--- src/rtl/dlt_pkg.sv ---
package dlt_pkg;
  // Strobes and state the control hands to the datapath each cycle
  typedef struct packed {
    logic busyStart;
    logic lineActive;
    logic wrDir;
    logic halted;
  } ctrlStb_t;

  typedef enum logic [1:0] {
    BZ_IDLE  = 2'd0,
    BZ_WLOW  = 2'd1,
    BZ_WHIGH = 2'd2
  } busyPhase_t;
endpackage

--- src/rtl/dlt_ctrl.sv ---
module dlt_ctrl
  import dlt_pkg::*;
(
  input  logic     clk,
  input  logic     rstN,
  input  logic     cmdEndStb,
  input  logic     cmdIsWrite,
  input  logic     cmdBusyResp,
  input  logic     blkEndStb,
  input  logic     blkIsLast,
  input  logic     gapReachedStb,
  input  logic     contReqStb,
  input  logic     haltReq,
  input  logic     bufFull,
  input  logic     busyDone,
  output ctrlStb_t stb
);
  logic active, wrDir, lastPend, halted;

  always_ff @(posedge clk) begin
    if (!rstN) begin
      active   <= 1'b0;
      wrDir    <= 1'b0;
      lastPend <= 1'b0;
      halted   <= 1'b0;
    end else if (cmdEndStb) begin
      active   <= 1'b1;
      wrDir    <= cmdIsWrite | cmdBusyResp;
      lastPend <= cmdBusyResp;
      halted   <= 1'b0;
    end else if (contReqStb && halted) begin
      active <= 1'b1;
      halted <= 1'b0;
    end else if (active && !wrDir) begin
      if (blkEndStb && blkIsLast) begin
        active <= 1'b0;
      end else if (haltReq && (gapReachedStb || bufFull)) begin
        active <= 1'b0;
        halted <= 1'b1;
      end
    end else if (active && wrDir) begin
      if (blkEndStb) begin
        lastPend <= blkIsLast;
      end else if (busyDone) begin
        if (lastPend) begin
          active <= 1'b0;
        end else if (haltReq) begin
          active <= 1'b0;
          halted <= 1'b1;
        end
      end
    end
  end

  always_comb begin
    stb.busyStart  = (cmdEndStb & cmdBusyResp) |
                     (!cmdEndStb & active & wrDir & blkEndStb);
    stb.lineActive = active;
    stb.wrDir      = wrDir;
    stb.halted     = halted;
  end
endmodule

--- src/rtl/dlt_datapath.sv ---
module dlt_datapath
  import dlt_pkg::*;
#(
  parameter int BUSY_TICKS = 8
) (
  input  logic     clk,
  input  logic     rstN,
  input  ctrlStb_t stb,
  input  logic     sdClkEn,
  input  logic     dat0,
  input  logic     bufFull,
  output logic     busyDone,
  output logic     blkGapEvt,
  output logic     xferCmplt,
  output logic     readWaitReq
);
  localparam int CW = $clog2(BUSY_TICKS + 1);
  localparam logic [CW-1:0] LAST_TICK = CW'(BUSY_TICKS - 1);

  busyPhase_t phase;
  logic [CW-1:0] tickCnt;
  logic doneQ, prevActive;

  always_ff @(posedge clk) begin
    if (!rstN) begin
      phase   <= BZ_IDLE;
      tickCnt <= '0;
      doneQ   <= 1'b0;
    end else begin
      doneQ <= 1'b0;
      if (stb.busyStart) begin
        phase   <= BZ_WLOW;
        tickCnt <= '0;
      end else if (sdClkEn) begin
        unique case (phase)
          BZ_WLOW: begin
            if (!dat0) begin
              phase <= BZ_WHIGH;
            end else if (tickCnt == LAST_TICK) begin
              phase <= BZ_IDLE;
              doneQ <= 1'b1;
            end else begin
              tickCnt <= tickCnt + 1'b1;
            end
          end
          BZ_WHIGH: begin
            if (dat0) begin
              phase <= BZ_IDLE;
              doneQ <= 1'b1;
            end
          end
          default: ;
        endcase
      end
    end
  end

  always_ff @(posedge clk) begin
    if (!rstN) prevActive <= 1'b0;
    else       prevActive <= stb.lineActive;
  end

  logic fallEdge;
  assign fallEdge    = prevActive & ~stb.lineActive;
  assign busyDone    = doneQ;
  assign blkGapEvt   = fallEdge & ~stb.wrDir & stb.halted;
  assign xferCmplt   = fallEdge & stb.wrDir;
  assign readWaitReq = ~stb.wrDir & ((stb.halted & ~stb.lineActive) |
                                     (stb.lineActive & bufFull));
endmodule

--- src/rtl/dat_line_tracker.sv ---
module dat_line_tracker
  import dlt_pkg::*;
#(
  parameter int BUSY_TICKS = 8
) (
  input  logic clk,
  input  logic rstN,
  input  logic sdClkEn,
  input  logic cmdEndStb,
  input  logic cmdIsWrite,
  input  logic cmdBusyResp,
  input  logic blkEndStb,
  input  logic blkIsLast,
  input  logic gapReachedStb,
  input  logic contReqStb,
  input  logic haltReq,
  input  logic bufFull,
  input  logic dat0,
  input  logic rdXferActive,
  output logic datLineActive,
  output logic dataInhibit,
  output logic blkGapEvt,
  output logic xferCmplt,
  output logic readWaitReq
);
  ctrlStb_t stb;
  logic busyDone;

  dlt_ctrl u_ctrl (
    .clk(clk), .rstN(rstN), .cmdEndStb(cmdEndStb), .cmdIsWrite(cmdIsWrite),
    .cmdBusyResp(cmdBusyResp), .blkEndStb(blkEndStb), .blkIsLast(blkIsLast),
    .gapReachedStb(gapReachedStb), .contReqStb(contReqStb), .haltReq(haltReq),
    .bufFull(bufFull), .busyDone(busyDone), .stb(stb)
  );

  dlt_datapath #(.BUSY_TICKS(BUSY_TICKS)) u_dp (
    .clk(clk), .rstN(rstN), .stb(stb), .sdClkEn(sdClkEn), .dat0(dat0),
    .bufFull(bufFull), .busyDone(busyDone), .blkGapEvt(blkGapEvt),
    .xferCmplt(xferCmplt), .readWaitReq(readWaitReq)
  );

  assign datLineActive = stb.lineActive;
  assign dataInhibit   = stb.lineActive | rdXferActive;
endmodule

--- config.mk ---
export PLATFORM = sky130hd
export DESIGN_NAME = dat_line_tracker
export DESIGN_NICKNAME = d
export VERILOG_FILES = /design/src/rtl/dlt_pkg.sv /design/src/rtl/dlt_ctrl.sv /design/src/rtl/dlt_datapath.sv /design/src/rtl/dat_line_tracker.sv
export SDC_FILE = /design/constraint.sdc
export NUM_CORES = 1
export LEC_CHECK = 0
export BUFFER_PORTS_ARGS = -buffer_cell sky130_fd_sc_hd__buf_2
export CAP_MARGIN = 10
export CORE_UTILIZATION = 38
export DETAILED_ROUTE_END_ITERATION = 16
export PLACE_DENSITY = 0.65
export SLEW_MARGIN = 0
export SYNTH_ARGS = -nofsm -noshare
export SYNTH_HDL_FRONTEND = slang
export SYNTH_HIERARCHICAL = 1
export SYNTH_SLANG_ARGS = --single-unit
--- constraint.sdc ---
create_clock -name clk -period 1.8 [get_ports clk]
set_input_delay 0.09 -clock clk [delete_from_list [all_inputs] [get_ports clk]]
set_output_delay 0.09 -clock clk [all_outputs]
set_load 0.01 [all_outputs]
==> flow_summary.toml <==
[clock_tree]
cts_buffers = 3
htreeDepth = 1
postCtsSetupRepairBufs = 0
clk_latency_ps = 270
cts_buffer_depth = 2
root_buffer = "clkbuf_4"
cts-resized-gates = 0
clk_pin_slew_ps = 70
cts_tree = "yes"
hold_buffers = 0
clkSinkCount = 12

[critical_path]
crit_arrival_ps = 1690
path_max_fanout = 8
start_kind = "register"
path_cells = "inv_1, ha_1, nand3_2, or4_1, a21oi_1"
rrSetupSlack_ps = 310
critPathRequiredTime_ps = 2000
cpMaxStageDelayCell = "or4_1"
crit_path_end_kind = "register"
slowest_delay_ps = 480
worst-setup-path-type = "register to register"
reg2regPathDepth = 5
r2r_start = "u_dp/phase[1]"
r2r_end = "u_dp/tickCnt[3]"
worst-path-buf-inv = 1
crit_family = "simple AND/OR/NAND/NOR gates"

[logic_synthesis]
syn_inst = 85
yosysWarningCount = 6
syn_area_um2 = 703
ys_ff_latch = 12
ys_top_cells_by_area = "dfxtp_1 (34%), o21ai_0 (5.7%), ha_1 (5.3%), a21oi_1 (5.0%), nand2_1 (4.3%)"
yosysTopAreaCell = "dfxtp_1"
seq_area_frac_synth = 0.342
synth_nets = 102
ys_types = 34
yosysTopAreaCellShare = 0.342
syn_avg_cell_area_um2 = 8.27

[timing]
fmax_mhz = 672
finalCritPeriodShare = 0.826
worst_clock_skew_ps = 2.73
post-route-min-period_ps = 1490
finalSetupViolCount = 0
worstMarginPinSlew_ps = 334
grt_setup_unrepaired = "false"
tns_ps = 0
slew_violations = 0
maxSlewHeadroom = 0.777
final_hold_viol_count = 0

[cells_and_area]
fin_nets = 121
area_delta_synth_final_pct = 18.7
final_area_um2 = 835
drive_gt1_frac = 0.272
layout_commonest_cell = "buf_2"
layout_common_cells = "buf_2 (18), dfxtp_1 (12), nand2_1 (8), o21ai_0 (8), nor2_1 (8)"
n_antenna_cell = 0

[global_routing]
grt_pass1_wl_um = 2260
grt_max_degree = 11
antenna_found_initial = 0
grt-ovfl-total = 0
track_usage = 0.156
grt_pass1_vias = 556

[routing]
via_per_inst = 4.99
wl_um = 1430
drt-initial-drc-count = 6
ant_nets = 0
vias = 639
detail_route.wl_per_cell_um = 11.1
drc = 0
drtPass1Iterations = 4

[die]
dieHeight_um = 45.0
core_area_mm2 = 0.00173
rows = 15
initial_utilization = 0.407
die_area_mm2 = 0.00203
fp.dieW_um = 45.0
io_pins = 19

[place]
place_area_um2 = 798
place.gp.congestion = 0.795
place_hpwl_um = 1070
io_buffers = 18

[pwr]
power_density_mw_per_mm2 = 696
ir_drop_mv = 0.336
p_leak_nw = 0.345

[worst_hold_path]
hold_path_startpoint = "cmdEndStb"
min_path_cells = 2
min_path_type = "input port to register"
holdPathEnd = "u_ctrl/wrDir"

[outcome]
outcome = "finished, final reports clean"

[job]
drv_cap = 0
-- synth_stat cells (all sizes together) --
cell,count
o21ai,8
o211a,1
nand2,8
and3b,1
nand4b,1
o32ai,1
clkbuf,1
a21bo,1
a211oi,1
buf,3
a21oi,8
or4,1
mux2,1
inv,5
dfxtp,12
mux2i,2
nor2,8
nand3,3
nand4,1
or3,1
a22oi,1
nor4bb,1
o22ai,1
nor2b,2
or2,1
ha,3
o31ai,1
and2,2
o311ai,1
o41ai,1
nand2b,2
or3b,1
-- layer usage --
layer / global-route usage / share of wire
met4: 0.0909 / 0.0084
met2: 0.238 / 0.45
met5: 0 / 0
met3: 0.0360 / 0.044
met1: 0.201 / 0.50
-- worst reg2reg max path: stages, from the launching register on --
cell     delay, ps
dfxtp_1        330
inv_1           70
ha_1           240
nand3_2        160
or4_1          490
a21oi_1        140
-- cell type report --
cell class,count,area (um2)
Fill cell,177,892
Multi-Input combinational cell,64,418
Sequential cell,12,240
Timing Repair Buffer,18,90.1
Clock buffer,4,36.3
Tap cell,25,31.3
Inverter,5,18.8
-- how the worst max path moves through the flow --
stage | from | to | slack, ps | cells after the start
final | u_dp/phase[1] | u_dp/tickCnt[3] | 310 | 5
after global routing | u_ctrl/active | u_dp/tickCnt[2] | 180 | 5
after CTS | u_dp/phase[1] | u_dp/tickCnt[3] | 320 | 5
after detailed placement | u_dp/phase[1] | u_dp/tickCnt[3] | 340 | 5
after global placement | u_dp/phase[1] | u_dp/tickCnt[3] | 310 | 5
after floorplan | u_dp/phase[1] | u_dp/tickCnt[3] | 440 | 5
-- per-stage QoR --
| stage | std cells | hold slack, ps | power [mW] | setup WS [ps] | utilization |
|---|---|---|---|---|---|
| 2_1_floorplan | 85 | 179 | 0.346 | 443 | - |
| 3_3_place_gp | 124 | 335 | 0.377 | 313 | 0.462 |
| 3_5_place_dp | 124 | 333 | 0.378 | 340 | 0.462 |
| 4_1_cts | 128 | 38.5 | 0.591 | 318 | 0.483 |
| 5_1_grt | 128 | 59.1 | 0.614 | 184 | 0.483 |
| 6_report | 128 | 53.2 | 0.581 | 313 | 0.483 |
-- where the power goes --
| part | internal, mW | switching [mW] | total (mW) |
|---|---|---|---|
| Clock | 0.123 | 0.0852 | 0.208 |
| Sequential | 0.275 | 0.0130 | 0.288 |
| Combinational | 0.0402 | 0.0441 | 0.0843 |
| Total | 0.438 | 0.142 | 0.581 |
-- cells by family after synthesis --
logic type / Yosys count / share of synthesized area
muxes: 3 / 0.0445
AOI/OAI and AO/OA: 25 / 0.233
adders and majority gates: 3 / 0.0534
DFF: 12 / 0.342
buffers and inverters: 9 / 0.0641
and+or+nand+nor: 33 / 0.263
-- registers in the layout, indices dropped and copies added, names as in the netlist --
register,flops
u_dp/prevActive,1
u_ctrl/wrDir,1
u_ctrl/active,1
u_ctrl/halted,1
u_dp/tickCnt,4
u_ctrl/lastPend,1
u_dp/busyDone,1
u_dp/phase,2
Note: power is estimated with default switching activity, not from simulation.
